`src/rtl/fxp_mac.sv`:
```
module fxp_mac #(
  parameter int DW = 16
) (
  input  logic            clk,
  input  logic            rst_n,
  input  logic            x_we,
  input  logic            y_we,
  input  logic [DW-1:0]   wr_data,
  input  logic            op_valid,
  input  logic [1:0]      op_sel,
  input  logic [DW-1:0]   op_a,
  input  logic [DW-1:0]   op_b,
  input  logic            st_we,
  input  logic [15:0]     st_wdata,
  output logic [2*DW-1:0] acc,
  output logic [2*DW-1:0] prod,
  output logic [15:0]     status
);
  localparam int AW = 2 * DW;
  localparam logic [1:0] OP_CLR = 2'b00;
  localparam logic [1:0] OP_ADD = 2'b01;
  localparam logic [1:0] OP_SUB = 2'b10;

  logic [DW-1:0] x_q, y_q;

  wire do_op  = op_valid && (op_sel != 2'b11);
  wire do_acc = do_op && (op_sel != OP_CLR);
  wire is_sub = (op_sel == OP_SUB);

  wire [DW-1:0] nx = do_op ? op_a : (x_we ? wr_data : x_q);
  wire [DW-1:0] ny = do_op ? op_b : (y_we ? wr_data : y_q);

  wire signed [AW-1:0] mul = $signed(nx) * $signed(ny);
  wire [AW-1:0] dbl = mul << 1;

  wire [AW:0] sum = is_sub ? ({1'b0, acc} - {1'b0, prod})
                           : ({1'b0, acc} + {1'b0, prod});
  wire [AW-1:0] res = sum[AW-1:0];
  wire sa = acc[AW-1];
  wire sp = prod[AW-1];
  wire sr = res[AW-1];
  wire ovf = is_sub ? ((sa != sp) && (sr != sa)) : ((sa == sp) && (sr != sa));
  wire [3:0] flags = {sr, ovf, (res == '0), sum[AW]};
  wire [15:0] st_base = st_we ? st_wdata : status;

  always_ff @(posedge clk) begin
    if (!rst_n) begin
      x_q    <= '0;
      y_q    <= '0;
      acc    <= '0;
      prod   <= '0;
      status <= '0;
    end else begin
      x_q <= nx;
      y_q <= ny;
      if (do_op || x_we || y_we) prod <= dbl;
      if (do_op) acc <= (op_sel == OP_CLR) ? '0 : res;
      status <= do_acc ? {flags, st_base[11:0]} : st_base;
    end
  end

  p_clear_r3: assert property (@(posedge clk) disable iff (!rst_n)
    (op_valid && op_sel == OP_CLR && !st_we) |=> (acc == '0 && $stable(status)));

  p_add_old_r4: assert property (@(posedge clk) disable iff (!rst_n)
    (op_valid && op_sel == OP_ADD) |=> (acc == $past(acc) + $past(prod)));

  p_sub_old_r5: assert property (@(posedge clk) disable iff (!rst_n)
    (op_valid && op_sel == OP_SUB) |=> (acc == $past(acc) - $past(prod)));

  p_reserved_r6: assert property (@(posedge clk) disable iff (!rst_n)
    (op_valid && op_sel == 2'b11 && !x_we && !y_we && !st_we)
      |=> ($stable(acc) && $stable(prod) && $stable(status)));

  p_prod_hold_r2: assert property (@(posedge clk) disable iff (!rst_n)
    (!op_valid && !x_we && !y_we) |=> $stable(prod));

  p_nz_flags_r7: assert property (@(posedge clk) disable iff (!rst_n)
    (op_valid && (op_sel == OP_ADD || op_sel == OP_SUB))
      |=> (status[15] == acc[AW-1] && status[13] == (acc == '0)));

  p_ctl_keep_r9: assert property (@(posedge clk) disable iff (!rst_n)
    !st_we |=> (status[11:0] == $past(status[11:0])));
endmodule

```
`config.mk`:
```
export PLATFORM = sky130hd
export DESIGN_NAME = fxp_mac
export DESIGN_NICKNAME = d
export VERILOG_FILES = /design/src/rtl/fxp_mac.sv
export SDC_FILE = /design/constraint.sdc
export NUM_CORES = 1
export LEC_CHECK = 0
export BUFFER_PORTS_ARGS = -buffer_cell sky130_fd_sc_hd__buf_2
export CORE_AREA = 2 2 195 139
export CTS_CLUSTER_DIAMETER = 30
export CTS_CLUSTER_SIZE = 14
export DETAILED_ROUTE_END_ITERATION = 10
export DIE_AREA = 0 0 197 141
export PLACE_DENSITY = 0.83
export SETUP_SLACK_MARGIN = 0.3
export SLEW_MARGIN = 20
export SYNTH_ARGS = -nofsm -noshare
export SYNTH_HDL_FRONTEND = slang
export SYNTH_SLANG_ARGS = --single-unit
```
`constraint.sdc`:
```
create_clock -name clk -period 20.2 [get_ports clk]
set_input_delay 1.01 -clock clk [delete_from_list [all_inputs] [get_ports clk]]
set_output_delay 1.01 -clock clk [all_outputs]
set_load 0.02 [all_outputs]
```
[Yosys cells after proc, flatten, opt, wreduce, memory -nomap -nowiden]
Index checks and enable logic that the tools add are counted.
Cells by class
  equality and inequality tests: 5
  muxes and demuxes: 9
  multipliers: 1
  reduce and logical (&&, ||, !) cells: 10
  $add $sub $neg: 2
Operators by type and width (number)
  16-bit 2-to-1 mux: 6
  32-bit by 32-bit adder with 33-bit output: 1
  33-bit 2-to-1 mux: 1
  32-bit by 32-bit subtractor with 33-bit output: 1
  32-bit zero test: 1
  32-bit 2-to-1 mux: 1
  16-bit by 16-bit multiplier with 31-bit output: 1
  1-bit logical AND: 4
  2-bit nonzero test: 2
  2-bit == test (second input constant): 1
  2-bit zero test: 1
  1-bit logical OR: 2
  1-bit inequality test: 2
  2-bit inequality test (second input constant): 1
  1-bit == test: 1
  1-bit 2-to-1 mux: 1
Word-level totals
  input bits: 72
  bits in registers: 111
  output and inout bits: 80

[Longest topological paths before layout]
Gate-level depths: netlist (run 1).
  depth in word-level cells: 6
  mapped depth: 32
  depth with buffers taken out: 28

[Worst setup path before layout (run 1)]
Ideal clock, no wire load.
  path kind: input-to-reg
  from: input port op_sel[0]
  to: register prod[31]
  arrival: 8266 ps
  slack: 11848 ps
  setup time: 86 ps
  stages: 29
  data required time: 20114 ps
  cells stage by stage: nand2_1 > and2_1 > clkbuf_1 > clkbuf_1 > clkbuf_1 > clkbuf_1 > o21ai_1 > nand2_1 > inv_1 > fa_1 > inv_1 > fa_1 > inv_1 > fa_1 > fa_1 > fa_1 > inv_1 > fa_1 > inv_1 > ha_1 > a21oi_1 > nor2b_1 > o21a_1 > a2111oi_0 > o31ai_1 > a2111oi_0 > o21bai_1 > xnor2_1 > a211oi_1
Between the ends
  longest elaborated chain between the ends: 4
  elaborated cells between the ends (all ways): 7
Ends and longest elaborated chain
  start, declared: RTL line 10  | input logic [1:0] op_sel,
  2-bit inequality test *: RTL line 26  | wire do_op = op_valid && (op_sel != 2'b11);
  1-bit logical AND *: RTL line 26
  16-bit 2-to-1 mux, or another cell as far along: RTL line 30  | wire [DW-1:0] nx = do_op ? op_a : (x_we ? wr_data : x_q);
  16-bit by 16-bit multiplier with 31-bit output / 1-bit logical OR (equally long branches): RTL line 33, 56
  end signal, assigned: RTL line 56  | if (do_op || x_we || y_we) prod <= dbl;
  end, declared: RTL line 16  | output logic [2*DW-1:0] prod,
Every way passes the cells marked *; elsewhere a longest branch is shown, timed or not.
A chain may end at the register's enable or synchronous reset.

[Final worst setup path (run 1)]
Same ends and word-level chain as after synthesis.

==> impl_metrics.ini, run 1 <==
[status]
status = completed

[sta]
final-hold-violation-count = 0
finalSetupTns_ns = 0
maxSlewViolCount = 0
slew-limit-headroom_pct = 24.30
fmax_mhz = 113.1
setup_violations = 0
fin_worst_skew_ns = 0.01273
worst_slew_pin_slew_ns = 1.135
timing.final.ws_setup_ns = 11.36
fin_crit_ns = 8.843
fin_crit_sh_pct = 43.78
rsz0062_at_grt = no

[layout]
final_cell_mix = 299 x inv_1, 257 x fa_1, 250 x nor2_1, 222 x nand2_1, 149 x buf_2
multiInputGateArea_um2 = 12510
layout.nets = 2470
area_growth_pct = 8.430
layout-drive-gt1-share_pct = 10.47
layout_commonest_cell = inv_1
n_antenna_cell = 0
final-seq-area_um2 = 2202
fill_cells = 2126

[setup_path]
cpMaxStageDelayCell = buf_4
cp_max_fo = 88
critPathCaptureType = register
max_stage_delay_ns = 0.62
cp.required_ns = 20.49
startpoint_type = primary input
crit_type = in2reg
cp.arrival_ns = 9.13
cp_common_cell = fa_1

[yosys]
ys_warn_count = 0
ys_seq_area_share_pct = 13.65
syn_inst = 1923
syn-mean-instance-area_um2 = 8.389
synth-seq-cells = 110
synth_cell_types = 72
synth-edff-count = 0
syn_area_um2 = 16130
synthArstFlopShare_pct = 0
synth_ff_type = dfxtp_1

[route]
drc_errors = 0
via_count = 14010
drt-pass1-iter-count = 6
avgViaCountPerCell = 5.905
routed_wl_mm = 46.91
drt_iter0_drc = 1312
ant_nets = 0
wl_per_cell_um = 19.78

[power_and_ir_drop]
p_int_uw = 1683
power.share.clock_pct = 5.9
ir_drop_mv = 0.2056
leakage_uw = 0.008697
p_sw_share_pct = 53.30
powerDensity_nw_per_um2 = 206.0
comb_power_share_pct = 85.0
seq_power_share_pct = 9.1
p_switching_uw = 1920
power_uw = 3603

[grt]
antenna_found_initial = 0
overflow = 0
grtUsageTotal_pct = 34.64
grt_pass1_wl_mm = 74.55
gr-usage-met2_pct = 49.69
grt_max_degree = 99
top_usage_layer = met1
grt_pass1_vias = 13660
grt_use_met1_pct = 50.91
grt_use_met3_pct = 11.20

[cts]
cts_resized = 0
cts_setup_buffers = 0
clk_pin_slew_ns = 0.09
cts_root_buf = clkbuf_16
clock_sink_count = 110
clock_latency_ns = 0.39
tritoncts = built
htreeDepth = 3
cts_made_buffers = 9
cts_hold_buf = 0
clock_path_buffers = 2

[placement]
dpl.hpwl_mm = 37.88
post-place-ws_ns = 11.12
port_buffers = 149
routabilityCongestion = 0.9690

[floorplan]
ios = 152
die_x_um = 197
dieArea_um2 = 27780
core_region_area_um2 = 26150
num_rows = 50
start_util_pct = 61.69
floorplan.die.height_um = 141

[run]
cap_violations = 0

[min_path]
hp-class = reg2reg
-- critical path: cells and delay by family --
kind | cells | cell delay, ns
AO/OA/AOI/OAI | 8 | 2.40
AND/OR/NAND/NOR | 6 | 1.03
XOR/XNOR | 1 | 0.14
buffers and inverters | 7 | 1.26
adder cells (fa/ha/maj) | 7 | 3.19
-- layer usage --
metal	vias up	routed length (um)	share of wire, %
met1	6804	20650	44
met2	777	19390	41
li1	6342	-	-
met3	84	5864	13
met5	-	0	0
met4	0	1004	2.1
-- stage by stage --
step	utilization, %	std cells	area, um^2	hold WS [ns]
floorplan	-	1924	16140	0.5503
global placement	65.59	2356	17150	0.4687
detailed placement	65.59	2356	17150	0.4785
CTS	66.89	2372	17490	0.4906
global route	66.89	2372	17490	0.5223
finish	66.89	2372	17490	0.4918
-- sequential cells by signal, indices dropped and copies added, names as in the netlist --
register / flops
y_q: 16
status: 16
prod: 31
acc: 31
x_q: 16
-- cell type report --
| cell class | count | area share [%] |
|---|---|---|
| multi-input combinational | 1440 | 71.54 |
| sequential | 110 | 12.59 |
| inverter | 300 | 6.437 |
| timing repair buffer | 168 | 5.078 |
| tap | 338 | 2.418 |
| clock buffer | 9 | 1.287 |
| clock inverter | 7 | 0.6509 |
-- power by group through the flow --
| stage | sequential (uW) | combinational (uW) | clock (uW) |
|---|---|---|---|
| finish | 327 | 3060 | 213 |
| floorplan | 352 | 2280 | 0 |
| global route | 330 | 3430 | 221 |
| global placement | 329 | 2900 | 0 |
| CTS | 325 | 3030 | 215 |
| detailed placement | 330 | 3000 | 0 |
-- cell families (layout without fill, tap and decap cells) --
group,after synthesis,in the layout,share of synthesized area (%)
and+or+nand+nor,621,621,16.86
buffers and inverters,374,484,8.857
adders and majority gates,369,369,40.58
AOI/OAI and AO/OA,312,312,12.23
DFF,110,110,13.65
xor gates and xnor gates,84,84,4.560
muxes,52,52,3.242
other,1,2,0.02324
-- synth_stat cells, drive strengths merged (10+ instances only) --
| library cell | count | share of area [%] |
|---|---|---|
| ha | 112 | 8.7 |
| clkbuf | 62 | 1.5 |
| dfxtp | 110 | 14 |
| buf | 12 | 0.37 |
| fa | 257 | 32 |
| a211oi | 19 | 0.95 |
| nand2 | 223 | 5.2 |
| nor2b | 12 | 0.47 |
| a21oi | 95 | 2.9 |
| nor2 | 250 | 5.8 |
| xor2 | 32 | 1.7 |
| nor3 | 18 | 0.56 |
| a21o | 19 | 0.90 |
| xnor2 | 52 | 2.8 |
| inv | 300 | 7.0 |
| and2 | 18 | 0.70 |
| nand3 | 13 | 0.40 |
| nand2b | 27 | 1.0 |
| a22oi | 11 | 0.51 |
| o21ai | 81 | 2.5 |
| or3 | 12 | 0.48 |
| mux2i | 50 | 3.1 |
| o31ai | 10 | 0.55 |
| o21a | 30 | 1.4 |
-- worst paths after layout --
path | start | endpoint | slack [ns] | cells past startpoint
hold reg to reg | status[3] | status[3] | 0.49 | 2
setup / recovery | op_sel[0] | prod[31] | 11.36 | 29
setup reg to reg | y_q[5] | prod[31] | 12.74 | 26
hold / removal | status[3] | status[3] | 0.49 | 2
Note: power is estimated with default switching activity, not from simulation.
==> run 2: changes to the inputs <==
CORE_AREA = 2 2 196 140   (was 2 2 195 139)
DIE_AREA = 0 0 198 142   (was 0 0 197 141)
PLACE_DENSITY = 0.82   (was 0.83)
clock period = 8.45 ns   (was 20.2 ns; I/O delays follow)
==> run 2 against run 1 <==
Against the previous run:
- critical path depth fell by 4
- count of clock-buffer cells in the layout did not move
- wire length rose by 3.9%
- cell area rose by 2.4%
- largest power group unchanged
- clock skew rose by 0.00083 ns
==> impl_metrics.ini, run 2 (synthesis results as in run 1) <==
[grt]
grt_max_degree = 58
overflow = 0
grt_pass1_vias = 13900
antenna_found_initial = 6
grtUsageTotal_pct = 35.55
grt_pass1_wl_mm = 75.82

[run]
cap_violations = 0

[floorplan]
core_region_area_um2 = 26340
die_x_um = 198
floorplan.die.height_um = 142
num_rows = 50
ios = 152
start_util_pct = 61.25
dieArea_um2 = 28120

[cts]
cts_hold_buf = 0
clock_path_buffers = 2
tritoncts = built
cts_made_buffers = 9
clk_pin_slew_ns = 0.08
htreeDepth = 3
cts_root_buf = clkbuf_16
clock_latency_ns = 0.38
cts_setup_buffers = 0
clock_sink_count = 110
cts_resized = 0

[min_path]
holdPathStages = 3
hp-class = in2reg

[layout]
fill_cells = 2174
top_regs = acc: 31 flops, prod: 31 flops
area_growth_pct = 11.00
final_cell_mix = 299 x inv_1, 257 x fa_1, 250 x nor2_1, 223 x nand2_1, 149 x buf_2
layout_commonest_cell = inv_1
layout.nets = 2519
layout-drive-gt1-share_pct = 12.67

[sta]
fin_worst_skew_ns = 0.01356
fin_hold_ws_ns = 0.2860
finalSetupTns_ns = 0
worst_slew_pin_slew_ns = 1.082
final-hold-violation-count = 0
fin_crit_sh_pct = 91.01
setup_violations = 0
rsz0062_at_grt = no
fmax_mhz = 130.0
maxSlewViolCount = 0
fin_crit_ns = 7.691
timing.final.ws_setup_ns = 0.7594
slew-limit-headroom_pct = 27.69

[power_and_ir_drop]
ir_drop_mv = 0.6414
powerDensity_nw_per_um2 = 482.6
power_uw = 8643
leakage_uw = 0.008929

[route]
drt-pass1-iter-count = 6
routed_wl_mm = 48.75
drt_iter0_drc = 1182
via_count = 14200
ant_nets = 0
avgViaCountPerCell = 5.790
drc_errors = 0
wl_per_cell_um = 19.88

[placement]
post-place-ws_ns = 0.2328
routabilityCongestion = 1.072
port_buffers = 149
dpl.hpwl_mm = 40.62

[setup_path]
startpoint_type = primary input
crit_path_end = prod[31]
reg2reg_slack_ns = 1.11
crit_type = in2reg
cp.required_ns = 8.74
max_stage_delay_ns = 0.55
cp_common_cell = fa_1
reg2reg_depth = 22
critPathCaptureType = register
worstReg2RegEnd = prod[31]
cpMaxStageDelayCell = fa_1
cp.arrival_ns = 7.98
cp_max_fo = 18
rr_startpoint = y_q[12]
startpoint = x_we

[status]
status = completed
## run 2: cell types whose count changed in the layout (fill, tap and decap cells not counted), moves of 2 or more
| cell | change |
|---|---|
| inv_6 | -2 |
| diode_2 | +5 |
| buf_4 | +48 |
| o21ai_1 | -2 |
| inv_8 | +2 |
## run 2: through the flow
step / cells / area [um^2] / util, %
floorplan: 1924 / 16140 / -
CTS: 2447 / 17880 / 67.88
finish: 2452 / 17910 / 68.00
global placement: 2431 / 17560 / 66.69
detailed placement: 2431 / 17560 / 66.69
global route: 2451 / 17910 / 67.99
## run 2: worst min path at each step
stage,startpoint,to,slack (ns)
floorplan,acc[23],acc[23],0.55
global placement,status[10],status[10],0.47
detailed placement,status[6],status[6],0.48
CTS,st_wdata[6],status[6],0.28
global route,st_wdata[5],status[5],0.29
finish,st_wdata[6],status[6],0.29
## run 2: layer usage
layer  global-route usage [%]  wire length (um)  vias up
li1                         -                 -     6476
met1                    50.29             21050     6892
met2                    51.78             20680      732
met3                    11.54              5622       98
met4                    11.44              1403        0
met5                        0                 0        -
## run 2: layout make-up
class	instances	area (um^2)	area share, %
Antenna cell	5	12.51	0.06987
Clock buffer	9	225.2	1.258
Clock inverter	7	88.84	0.4961
Inverter	300	1126	6.288
Multi-Input combinational cell	1440	12530	69.96
Sequential cell	110	2202	12.30
Tap cell	364	455.4	2.543
Timing Repair Buffer	217	1269	7.084
## run 2: worst max-delay path, delay by kind of cell
| family | cells | cell delay [ns] |
|---|---|---|
| XOR/XNOR | 1 | 0.13 |
| adder cells (fa/ha/maj) | 7 | 3.21 |
| multiplexers | 1 | 0.46 |
| AO/OA/AOI/OAI | 8 | 2.26 |
| AND/OR/NAND/NOR | 2 | 0.39 |
| buffers and inverters | 6 | 1.08 |
## run 2: power by group
part,switching (uW),internal [uW]
combinational,4230,3170
clock,240,238
sequential,122,647
total,4590,4050
